File: src/rtl/board_ctrl_pkg.sv
package board_ctrl_pkg;

    localparam int DATA_W = 32;
    localparam int OFS_W  = 16;
    localparam int IDX_W  = OFS_W - 2;

    localparam logic [DATA_W-1:0] BUILD_CODE = 32'h0927_2011;
    localparam logic [DATA_W-1:0] RESET_KEY  = 32'h0000_DEAD;

    typedef enum logic [2:0] {
        SEL_ID    = 3'd0,
        SEL_FREQ  = 3'd1,
        SEL_LED   = 3'd2,
        SEL_SW    = 3'd3,
        SEL_RESET = 3'd4,
        SEL_NONE  = 3'd7
    } reg_sel_e;

    typedef struct packed {
        logic              wr;
        logic              rd;
        reg_sel_e          sel;
        logic [DATA_W-1:0] wdata;
    } bus_req_t;

    function automatic reg_sel_e idx_to_sel(input logic [IDX_W-1:0] idx);
        case (idx)
            IDX_W'(0): return SEL_ID;
            IDX_W'(1): return SEL_FREQ;
            IDX_W'(2): return SEL_LED;
            IDX_W'(3): return SEL_SW;
            IDX_W'(4): return SEL_RESET;
            default:   return SEL_NONE;
        endcase
    endfunction

endpackage

File: src/rtl/board_ctrl_decode.sv
module board_ctrl_decode
    import board_ctrl_pkg::*;
(
    input  logic [OFS_W-1:0]  ofs,
    input  logic              wr,
    input  logic              rd,
    input  logic [DATA_W-1:0] wdata,
    output bus_req_t          req
);
    // Byte lanes within a word are not decoded.
    logic unused_lsb;
    assign unused_lsb = ^ofs[1:0];

    always_comb begin
        req.wr    = wr;
        req.rd    = rd;
        req.sel   = idx_to_sel(ofs[OFS_W-1:2]);
        req.wdata = wdata;
    end
endmodule

File: src/rtl/board_ctrl_sync.sv
module board_ctrl_sync #(
    parameter int W      = 8,
    parameter int STAGES = 2
) (
    input  logic         clk,
    input  logic         rst,
    input  logic [W-1:0] async_in,
    output logic [W-1:0] held
);
    logic [W-1:0] stg [STAGES];

    generate
        for (genvar s = 0; s < STAGES; s++) begin : g_stage
            always_ff @(posedge clk) begin
                if (rst) begin
                    stg[s] <= '0;
                end else if (s == 0) begin
                    stg[s] <= async_in;
                end else begin
                    stg[s] <= stg[(s == 0) ? 0 : s - 1];
                end
            end
        end
    endgenerate

    // Readable copy, loaded from the last synchronizer stage.
    always_ff @(posedge clk) begin
        if (rst) begin
            held <= '0;
        end else begin
            held <= stg[STAGES-1];
        end
    end
endmodule

File: src/rtl/board_ctrl_trigger.sv
module board_ctrl_trigger
    import board_ctrl_pkg::*;
(
    input  logic              clk,
    input  logic              rst,
    input  logic              hit,
    input  logic [DATA_W-1:0] wdata,
    output logic              req
);
    logic key_ok;
    assign key_ok = hit && (wdata == RESET_KEY);

    always_ff @(posedge clk) begin
        if (rst) begin
            req <= 1'b0;
        end else begin
            req <= key_ok && !req;
        end
    end

    a_r7_single_cycle: assert property (@(posedge clk) disable iff (rst)
        req |=> !req);
endmodule

File: src/rtl/board_ctrl_regs.sv
module board_ctrl_regs
    import board_ctrl_pkg::*;
#(
    parameter int          ADDR_W = 32,
    parameter int          LED_W  = 8,
    parameter int          SW_W   = 8,
    parameter logic [31:0] CLK_HZ = 32'd10_000_000
) (
    input  logic              clk,
    input  logic              rst,
    input  logic [ADDR_W-1:0] bus_addr,
    input  logic              bus_wr,
    input  logic [DATA_W-1:0] bus_wdata,
    input  logic              bus_rd,
    output logic [DATA_W-1:0] bus_rdata,
    input  logic [SW_W-1:0]   sw_in,
    output logic [LED_W-1:0]  led_out,
    output logic              reset_req
);
    bus_req_t          req;
    logic [LED_W-1:0]  led_q;
    logic [SW_W-1:0]   sw_q;
    logic [DATA_W-1:0] rd_mux;
    logic [DATA_W-1:0] rdata_q;

    generate
        if (ADDR_W > OFS_W) begin : g_upper
            logic unused_upper;
            assign unused_upper = ^bus_addr[ADDR_W-1:OFS_W];
        end
    endgenerate

    board_ctrl_decode u_decode (
        .ofs   (bus_addr[OFS_W-1:0]),
        .wr    (bus_wr),
        .rd    (bus_rd),
        .wdata (bus_wdata),
        .req   (req)
    );

    board_ctrl_sync #(.W(SW_W), .STAGES(2)) u_sync (
        .clk      (clk),
        .rst      (rst),
        .async_in (sw_in),
        .held     (sw_q)
    );

    board_ctrl_trigger u_trigger (
        .clk   (clk),
        .rst   (rst),
        .hit   (req.wr && (req.sel == SEL_RESET)),
        .wdata (req.wdata),
        .req   (reset_req)
    );

    always_ff @(posedge clk) begin
        if (rst) begin
            led_q <= '0;
        end else if (req.wr && (req.sel == SEL_LED)) begin
            led_q <= req.wdata[LED_W-1:0];
        end
    end

    always_comb begin
        case (req.sel)
            SEL_ID:   rd_mux = BUILD_CODE;
            SEL_FREQ: rd_mux = CLK_HZ;
            SEL_LED:  rd_mux = DATA_W'(led_q);
            SEL_SW:   rd_mux = DATA_W'(sw_q);
            default:  rd_mux = '0;
        endcase
    end

    always_ff @(posedge clk) begin
        if (rst) begin
            rdata_q <= '0;
        end else if (req.rd) begin
            rdata_q <= rd_mux;
        end else begin
            rdata_q <= '0;
        end
    end

    assign bus_rdata = rdata_q;
    assign led_out   = led_q;

    a_r4_led_load: assert property (@(posedge clk) disable iff (rst)
        (bus_wr && bus_addr[OFS_W-1:2] == IDX_W'(2))
            |=> (led_out == $past(bus_wdata[LED_W-1:0])));

    a_r8_led_hold: assert property (@(posedge clk) disable iff (rst)
        !(bus_wr && bus_addr[OFS_W-1:2] == IDX_W'(2)) |=> $stable(led_out));

    a_r6_req_cause: assert property (@(posedge clk) disable iff (rst)
        reset_req |-> $past(bus_wr && bus_addr[OFS_W-1:2] == IDX_W'(4)
                            && bus_wdata == 32'h0000_DEAD));

    a_r10_idle_zero: assert property (@(posedge clk) disable iff (rst)
        !bus_rd |=> (bus_rdata == '0));
endmodule

File: config.mk
export PLATFORM = sky130hd
export DESIGN_NAME = board_ctrl_regs
export DESIGN_NICKNAME = d
export VERILOG_FILES = /design/src/rtl/board_ctrl_pkg.sv /design/src/rtl/board_ctrl_decode.sv /design/src/rtl/board_ctrl_sync.sv /design/src/rtl/board_ctrl_trigger.sv /design/src/rtl/board_ctrl_regs.sv
export SDC_FILE = /design/constraint.sdc
export NUM_CORES = 1
export LEC_CHECK = 0
export BUFFER_PORTS_ARGS = -buffer_cell sky130_fd_sc_hd__buf_2
export CORE_MARGIN = 2
export CORE_UTILIZATION = 44
export DETAILED_ROUTE_END_ITERATION = 6
export PLACE_DENSITY_LB_ADDON = 0.05
export SYNTH_ARGS = -nofsm -noshare
export SYNTH_HDL_FRONTEND = slang
export SYNTH_SLANG_ARGS = --single-unit
File: constraint.sdc
create_clock -name clk -period 1.8 [get_ports clk]
set_input_delay 0.36 -clock clk [delete_from_list [all_inputs] [get_ports clk]]
set_output_delay 0.36 -clock clk [all_outputs]
set_load 0.05 [all_outputs]
==> results of run 1 <==
## logic make-up (layout without fill, tap and decap cells)
logic type / count (synthesis) / in the layout / synth area share [%]
mux: 13 / 13 / 7.41
flops: 43 / 43 / 49.0
simple gates: 74 / 74 / 29.9
buf+inv: 31 / 98 / 11.9
compound gates: 4 / 4 / 1.57
other cells: 1 / 10 / 0.214
## metrics by stage
stage	instances	hold slack [ns]	util, %	setup WS, ns
3_3_place_gp	284	0.416	56.3	0.257
2_1_floorplan	175	0.414	-	0.447
4_1_cts	290	0.270	58.3	0.451
3_5_place_dp	284	0.425	56.3	0.220
5_1_grt	290	0.280	58.3	0.377
6_report	290	0.275	58.3	0.474
## state kept, by name, summed over array words and instances (netlist names)
| register | flops |
|---|---|
| u_sync.held | 8 |
| u_trigger.req | 1 |
| u_sync.stg | 16 |
| bus_rdata | 10 |
| led_out | 8 |
## area by class of cell
cell class | count | area [um2]
fillers | 358 | 1560
flip-flops and latches | 43 | 861
multi-input cells | 101 | 719
repair buffers | 91 | 463
clock buffers | 5 | 68.8
well taps | 48 | 60.1
clock inverters | 1 | 7.51
inverters | 1 | 3.75
## power groups by stage
stage	combinational [mW]	sequential [mW]	clock (mW)
5_1_grt	0.206	0.977	0.616
3_3_place_gp	0.184	0.997	0
4_1_cts	0.190	0.975	0.574
6_report	0.187	0.975	0.556
3_5_place_dp	0.189	0.998	0
2_1_floorplan	0.123	0.997	0
## cells in the mapped netlist, types with 2 or more instances
master / count
buf_4: 22
and4b_1: 2
nand2b_1: 16
nor4_1: 4
a221oi_1: 2
nand4_1: 3
nor4_4: 3
mux2i_1: 13
nor2b_1: 25
dfxtp_1: 43
nor4bb_1: 2
clkbuf_1: 5
buf_2: 2
nand2_1: 2
nor2_1: 2
nor3_1: 8
## how the worst min path moves through the flow
stage | endpoint | start | slack (ns)
2_1_floorplan | u_sync.held[0] | u_sync.stg[1][0] | 0.41
3_3_place_gp | u_sync.held[5] | u_sync.stg[1][5] | 0.42
3_5_place_dp | u_sync.held[4] | u_sync.stg[1][4] | 0.42
4_1_cts | u_sync.stg[0][7] | sw_in[7] | 0.27
5_1_grt | u_sync.stg[0][1] | sw_in[1] | 0.28
6_report | u_sync.stg[0][7] | sw_in[7] | 0.27
## worst register-to-register path: stages, from the launching register on
cell	delay (ns)
dfxtp_1	0.32
nor4_1	0.20
nand4_1	0.12
nor4_1	0.16
## per-layer routing
metal | vias to the layer above | routed length, um | global-route usage, %
met1 | 604 | 1330 | 17.9
li1 | 677 | - | -
met5 | - | 0 | 0
met3 | 5 | 328 | 6.00
met4 | 0 | 56 | 6.89
met2 | 58 | 1730 | 30.8
==> reports/results.ini, run 1 <==
[run_status]
status=completed

[cts]
clkTransAtPathRegs_ns=0.07
clock-root-buffer=clkbuf_8
post_cts_buffers=0
numCtsBuffers=5
clock-sinks=43
cts_tree=built
clock_latency_ns=0.29
cts_resized=0
h-tree-depth=2
cts_buffer_depth=2
postCtsHoldBufs=0

[detailed_routing]
wl_mm=3.45
avgRoutedWirePerCell_um=11.9
ant_nets=0
drtPass1Iterations=4
drt_iter0_drc=50
routed-via-count=1344
via_per_inst=4.63
drc=0

[die]
die_h_um=67.2
coreArea_mm2=0.00374
initial_core_util_pct=46.9
die_area_mm2=0.00451
rows=22
die_w_um=67.2
ios=117

[setup_path]
cp-start-kind=flop
cp.arrival_ns=0.97
r2r-end=u_trigger.req
critPathKind=flop to output pin
cpLargestDelayFamily=flip-flops
cpPeakStageDelay_ns=0.39
endpoint_kind=output pin
cp-endpoint=bus_rdata[10]
cp_num_buf_inv=1
crit_start=bus_rdata[23]
path_max_fanout=7
rr_worst_depth=3
rr_startpoint=u_trigger.req
crit_path_top_delay_cell=dfxtp_1
ff2ff_setup_slack_ns=0.90
path_depth=1
path_cells=buf_2
cp.required_ns=1.44

[synthesis]
yosysSeqAreaShare_pct=49.0
yosysWarnings=0
synth_cells=166
synth_top_area_share_pct=49.0
ys_ff_latch=43
synth_edf_count=0
synth_flop_cell=dfxtp_1
synth_area_leaders=dfxtp_1 (49%), buf_4 (9.4%), nor2b_1 (8.9%)
syn_area_per_cell_um2=10.6
synth_largest_area_cell=dfxtp_1
synth_area_mm2=0.00176
async_flop_share_pct=0
synth.distinct_cells=28

[power]
swShare_pct=24.0
p_int_mw=1.31
pwr-share-comb_pct=10.9
seqPwrFrac_pct=56.7
total_leakage_power_nw=1.02
power.switching_mw=0.412
finalPower_mw=1.72
peakVddDrop_mv=0.516
p_clk_share_pct=32.4
power_density_mw_per_mm2=787

[final_layout]
drive_gt1_share_pct=41.7
num-nets-final=319
final_area_mm2=0.00218
syn_to_final_growth_pct=24.4
antennaDiodeCount=0
layout_common_cells=buf_2 (88), dfxtp_1 (43), nor2b_1 (25), nand2b_1 (16), mux2i_1 (13)
final_common_cell=buf_2

[global_route]
first_global_vias=1255
grt_first_pass_wirelength_mm=5.60
grt_max_degree=41
gr-total-overflow=0
grt.total_usage_pct=17.0
antenna_found_initial=0

[placed_design]
placed_area_mm2=0.00211
finalWeightedCongestion=0.795
io_buffers=88
hpwl_mm=2.65

[sta]
slew_violations=0
finalCriticalPeriod_ns=1.33
max_freq_mhz=754
finClkSkew_ns=0.00506
final.setup.tns_ns=0
hold_viol=0
setup_viol=0
period_share_pct=73.6
rsz0062_at_grt=false

[job]
maxCapViolations=0

[worst_hold_path]
hold_depth=2
hp-class=primary input to flop

No activity file was read; power rests on OpenSTA's default activity.
==> run 2: changes to the inputs <==
--- a/config.mk
+++ b/config.mk
@@ -7,7 +7,7 @@
 export LEC_CHECK = 0
 export BUFFER_PORTS_ARGS = -buffer_cell sky130_fd_sc_hd__buf_2
 export CORE_MARGIN = 2
-export CORE_UTILIZATION = 44
+export CORE_UTILIZATION = 37
 export DETAILED_ROUTE_END_ITERATION = 6
 export PLACE_DENSITY_LB_ADDON = 0.05
 export SYNTH_ARGS = -nofsm -noshare
==> constraint.sdc (replaced) <==
create_clock -name clk -period 1.2 [get_ports clk]
set_input_delay 0.24 -clock clk [delete_from_list [all_inputs] [get_ports clk]]
set_output_delay 0.24 -clock clk [all_outputs]
set_load 0.05 [all_outputs]
==> run 2 against run 1 <==
Register-to-register slack worse by 0.60 ns. Clock skew is 0.0011 ns higher. Via count is 0.52% higher. Total power is 61% higher. Wire length is 5.2% higher. First-iteration DRC count is 26% lower. Critical path type unchanged. Largest power group unchanged. Highest routed layer unchanged.
==> reports/results.ini, run 2 (same netlist as run 1, synthesis figures left out) <==
[cts]
clock_latency_ns=0.29  ; about the same
numCtsBuffers=5  ; unchanged
postCtsHoldBufs=0  ; unchanged
clock-root-buffer=clkbuf_8
cts_buffer_depth=2  ; unchanged
clkTransAtPathRegs_ns=0.08  ; about the same
clock-sinks=43  ; unchanged
h-tree-depth=2  ; unchanged
cts_tree=built

[global_route]
antenna_found_initial=0  ; unchanged
grt_first_pass_wirelength_mm=5.62  ; +0.25%
gr-total-overflow=0  ; unchanged
grt.total_usage_pct=14.3  ; -2.8 points
grt_max_degree=40  ; -2.4%
grt_most_used_layer=met2
use_met3_pct=5.11  ; -0.89 points
grtUsageMet1_pct=17.2  ; -0.72 points
use_met2_pct=23.5  ; -7.3 points
first_global_vias=1205  ; -4.0%

[sta]
finClkSkew_ns=0.00615  ; +0.00109 ns
setup_viol=0  ; unchanged
final.setup.tns_ns=0  ; unchanged
setup_slack_ns=0.0286  ; -0.446 ns
finalCriticalPeriod_ns=1.17
max_freq_mhz=854
slew_violations=0  ; unchanged
rsz0062_at_grt=true
period_share_pct=97.6
hold_viol=0  ; unchanged
hold_slack_ns=0.155  ; -0.119 ns

[die]
die_h_um=72.9  ; +8.5%
coreArea_mm2=0.00466  ; +24%
rows=25  ; +14%
die_w_um=72.9  ; +8.5%
initial_core_util_pct=37.7  ; -9.2 points
ios=117  ; unchanged
die_area_mm2=0.00531  ; +18%

[power]
p_clk_share_pct=36.1  ; +3.7 points
swShare_pct=23.4  ; -0.52 points
power.switching_mw=0.647  ; +57%
finalPower_mw=2.76  ; +61%
seqPwrFrac_pct=53.0  ; -3.7 points
power_density_mw_per_mm2=1180  ; +50%
total_leakage_power_nw=1.08  ; +5.4%
peakVddDrop_mv=0.655  ; +27%
pwr-share-comb_pct=10.9  ; about the same
p_int_mw=2.11  ; +62%

[detailed_routing]
via_per_inst=4.40  ; -5.0%
drt_iter0_drc=37  ; -26%
ant_nets=0  ; unchanged
routed-via-count=1351  ; +0.52%
drtPass1Iterations=6  ; +2
wl_mm=3.63  ; +5.2%
drc=0  ; unchanged
avgRoutedWirePerCell_um=11.8  ; -0.61%

[final_layout]
num-nets-final=328  ; +2.8%
drive_gt1_share_pct=45.1  ; +3.3 points
final_area_mm2=0.00233  ; +6.8%
largest_reg_flops=16  ; unchanged
fill_cells=449  ; +25%
syn_to_final_growth_pct=32.8
antennaDiodeCount=0  ; unchanged
final_common_cell=buf_2
top_register=u_sync.stg
utilization_pct=50.0  ; -8.3 points
finalNonFillerCells=307  ; +5.9%
layout_common_cells=buf_2 (76), dfxtp_1 (41), nor2b_1 (25), nand2b_1 (16), buf_4 (14)

[placed_design]
io_buffers=88  ; unchanged
dp.cells=299  ; +5.3%
dp_slack_ns=-0.210  ; -0.430 ns
finalWeightedCongestion=0.769  ; -3.3%
placed_area_mm2=0.00220  ; +4.3%
hpwl_mm=2.79  ; +5.4%

[setup_path]
cpLargestDelayFamily=flip-flops
cp.arrival_ns=0.93  ; -0.04 ns
critPathKind=flop to output pin
cp_num_buf_inv=1  ; unchanged
endpoint_kind=output pin
cpPeakStageDelay_ns=0.37  ; -0.02 ns
path_max_fanout=7  ; unchanged
crit_path_top_delay_cell=dfxtp_2
path_depth=1  ; unchanged
cp.required_ns=0.96  ; -0.48 ns
rr_worst_depth=3  ; unchanged
cp-start-kind=flop
ff2ff_setup_slack_ns=0.30  ; -0.60 ns
path_cells=buf_2

[worst_hold_path]
hp-class=primary input to flop
hold_depth=2  ; unchanged

[run_status]
status=completed

[job]
maxCapViolations=0  ; unchanged

## run 2: cell count changes in the layout (fill, tap and decap cells not counted)
cell,previous run,this run
buf_2,88,76
buf_12,0,1
clkbuf_4,0,9
buf_4,3,14
clkbuf_8,5,7
dfxtp_2,0,2
dfxtp_1,43,41
## run 2: what timing repair did
item / CTS / global route
endpoints found under the setup margin: 2 / 19
pin swaps: 0 / 0
cloned: 0 / 0
endpoints found under the hold margin: 0 / 0
gates resized for setup: 2 / 11
buffers inserted: 0 / 0
## run 2: path summary, 6_finish.rpt
path / start / endpoint
setup / recovery: bus_rdata[24] / bus_rdata[27]
hold / removal: sw_in[6] / u_sync.stg[0][6]
setup reg to reg: u_trigger.req / u_trigger.req
hold reg to reg: u_sync.stg[1][4] / u_sync.held[4]
## run 2: area by class of cell
class / count / area, um2 / share of cell area (%)
clock buffers: 7 / 96.3 / 4.13
clock inverters: 1 / 7.51 / 0.322
inverters: 1 / 3.75 / 0.161
multi-input cells: 101 / 719 / 30.9
flip-flops and latches: 43 / 863 / 37.0
well taps: 54 / 67.6 / 2.90
repair buffers: 100 / 573 / 24.6
## run 2: power by group through the flow
stage / Sequential, mW / Clock, mW / Combinational [mW]
global placement: 1.50 / 0 / 0.300
global route: 1.47 / 1.12 / 0.330
finish: 1.46 / 0.997 / 0.302
floorplan: 1.49 / 0 / 0.185
CTS: 1.46 / 1.05 / 0.304
detailed placement: 1.50 / 0 / 0.303
## run 2: layer usage
layer	share of wire (%)	vias to the layer above
met5	0	-
met4	0.83	0
met3	8.6	5
met2	45	69
met1	45	580
li1	-	697
==> run 3: changes to the inputs <==
--- a/config.mk
+++ b/config.mk
@@ -7,7 +7,8 @@
 export LEC_CHECK = 0
 export BUFFER_PORTS_ARGS = -buffer_cell sky130_fd_sc_hd__buf_2
 export CORE_MARGIN = 2
-export CORE_UTILIZATION = 37
+export CORE_UTILIZATION = 39
+export CTS_BUF_LIST = sky130_fd_sc_hd__clkbuf_8
 export DETAILED_ROUTE_END_ITERATION = 6
 export PLACE_DENSITY_LB_ADDON = 0.05
 export SYNTH_ARGS = -nofsm -noshare
==> run 3 against run 2 <==
Global-route usage up 0.51 points. Clock-buffer cell count down 2. Die area down 4.9%. Largest power group unchanged. Flip-flop and latch count unchanged. Non-clock buffer count down 3. Maximum frequency down 0.12%. Sequential share of layout area up 0.75 points.
==> reports/results.ini, run 3 (same netlist as run 1, synthesis figures left out) <==
[run_status]
status=completed

[final_layout]
antennaDiodeCount=0  ; unchanged
top_register=u_sync.stg
num-nets-final=325  ; -0.91%
utilization_pct=52.5  ; +2.5 points
syn_to_final_growth_pct=30.1
drive_gt1_share_pct=43.8  ; -1.3 points
final_common_cell=buf_2
largest_reg_flops=16  ; unchanged
layout_common_cells=buf_2 (84), dfxtp_1 (41), nor2b_1 (25), nand2b_1 (16), mux2i_1 (13)

[global_route]
grt_max_degree=41  ; +2.5%
grt.total_usage_pct=14.8  ; +0.51 points
first_global_vias=1283  ; +6.5%
grt_first_pass_wirelength_mm=5.82  ; +3.6%
antenna_found_initial=0  ; unchanged
gr-total-overflow=0  ; unchanged

[worst_hold_path]
hold_depth=2  ; unchanged
hp-class=primary input to flop

[power]
power_density_mw_per_mm2=1230  ; +3.8%
total_leakage_power_nw=1.07  ; -0.45%
finalPower_mw=2.81  ; +1.7%
peakVddDrop_mv=0.761  ; +16%

[placed_design]
finalWeightedCongestion=0.788  ; +2.4%
hpwl_mm=2.85  ; +2.2%
io_buffers=88  ; unchanged

[detailed_routing]
drt_iter0_drc=25  ; -32%
wl_mm=3.69  ; +1.7%
routed-via-count=1367  ; +1.2%
avgRoutedWirePerCell_um=12.3  ; +3.7%
ant_nets=0  ; unchanged
drtPass1Iterations=4  ; -2
via_per_inst=4.54  ; +3.2%
drc=0  ; unchanged

[sta]
finClkSkew_ns=0.00618  ; +0.0000370 ns
period_share_pct=97.7  ; +0.12 points
hold_slack_ns=0.158  ; +0.00324 ns
slew_violations=0  ; unchanged
rsz0062_at_grt=true
hold_viol=0  ; unchanged
setup_viol=0  ; unchanged
max_freq_mhz=853  ; -0.12%
finalCriticalPeriod_ns=1.17  ; +0.00142 ns
final.setup.tns_ns=0  ; unchanged

[setup_path]
crit_start=led_out[3]
cp.required_ns=0.96  ; about the same
endpoint_kind=output pin
cp-endpoint=led_out[3]
ff2ff_setup_slack_ns=0.36  ; +0.06 ns
path_cells=buf_2
cpLargestDelayFamily=flip-flops
cp-start-kind=flop
cp.arrival_ns=0.93  ; about the same
rr_worst_depth=3  ; unchanged
path_depth=1  ; unchanged
rr_startpoint=u_trigger.req
r2r-end=u_trigger.req
cpPeakStageDelay_ns=0.37  ; about the same
critPathKind=flop to output pin
cp_num_buf_inv=1  ; unchanged
path_max_fanout=3  ; -4
crit_path_top_delay_cell=dfxtp_1

[cts]
cts_tree=built
post_cts_buffers=0  ; unchanged
postCtsHoldBufs=0  ; unchanged
clkTransAtPathRegs_ns=0.07  ; about the same
clock-root-buffer=clkbuf_8
h-tree-depth=2  ; unchanged
clock-sinks=43  ; unchanged
clock_latency_ns=0.29  ; about the same
cts_buffer_depth=2  ; unchanged
numCtsBuffers=5  ; unchanged

[die]
die_w_um=71.1  ; -2.5%
die_area_mm2=0.00505  ; -4.9%
initial_core_util_pct=40.3  ; +2.7 points
rows=24  ; -4.0%
die_h_um=71.1  ; -2.5%
ios=117  ; unchanged
coreArea_mm2=0.00435  ; -6.6%

[job]
maxCapViolations=0  ; unchanged

run 3: layer usage:
metal	global-route usage (%)	wire length, um	vias to the layer above
met5	0	0	-
met2	26.0	1870	67
met4	5.87	66	0
li1	-	-	689
met1	16.3	1440	605
met3	5.13	315	6
run 3: worst min path at each step:
stage                                 from               end  slack [ns]
after detailed placement  u_sync.stg[1][3]    u_sync.held[3]        0.42
after floorplan                   sw_in[0]  u_sync.stg[0][0]        0.37
after CTS                         sw_in[2]  u_sync.stg[0][2]        0.15
after global placement    u_sync.stg[1][1]    u_sync.held[1]        0.42
after global routing              sw_in[2]  u_sync.stg[0][2]        0.16
final                             sw_in[4]  u_sync.stg[0][4]        0.16
run 3: final cells by class:
class                      instances  area, um2
clock buffer                       5       68.8
clock inverter                     2       33.8
fill                             415       2070
inverter                           1       3.75
multi-input combinational        101        719
sequential                        43        863
tap                               52       65.1
timing repair buffer              97        531
run 3: stage by stage:
step                instances  setup slack, ns  instance area (um2)
finish                    301           0.0272                 2280
global route              301        -0.000643                 2280
CTS                       301          0.00628                 2280
detailed placement        294           -0.199                 2170
global placement          294           -0.124                 2170
floorplan                 175           0.0111                 1790
run 3: power by group:
group          internal, mW  leakage, nW  switching, mW  total, mW
combinational         0.128        0.668          0.168      0.295
sequential             1.46        0.351        0.00564       1.46
clock                 0.601       0.0554          0.448       1.05
total                  2.19         1.07          0.622       2.81
run 3: repair_timing:
item	CTS	global route
pin swaps	0	0
endpoints found under the setup margin	1	4
gates resized for setup	1	3
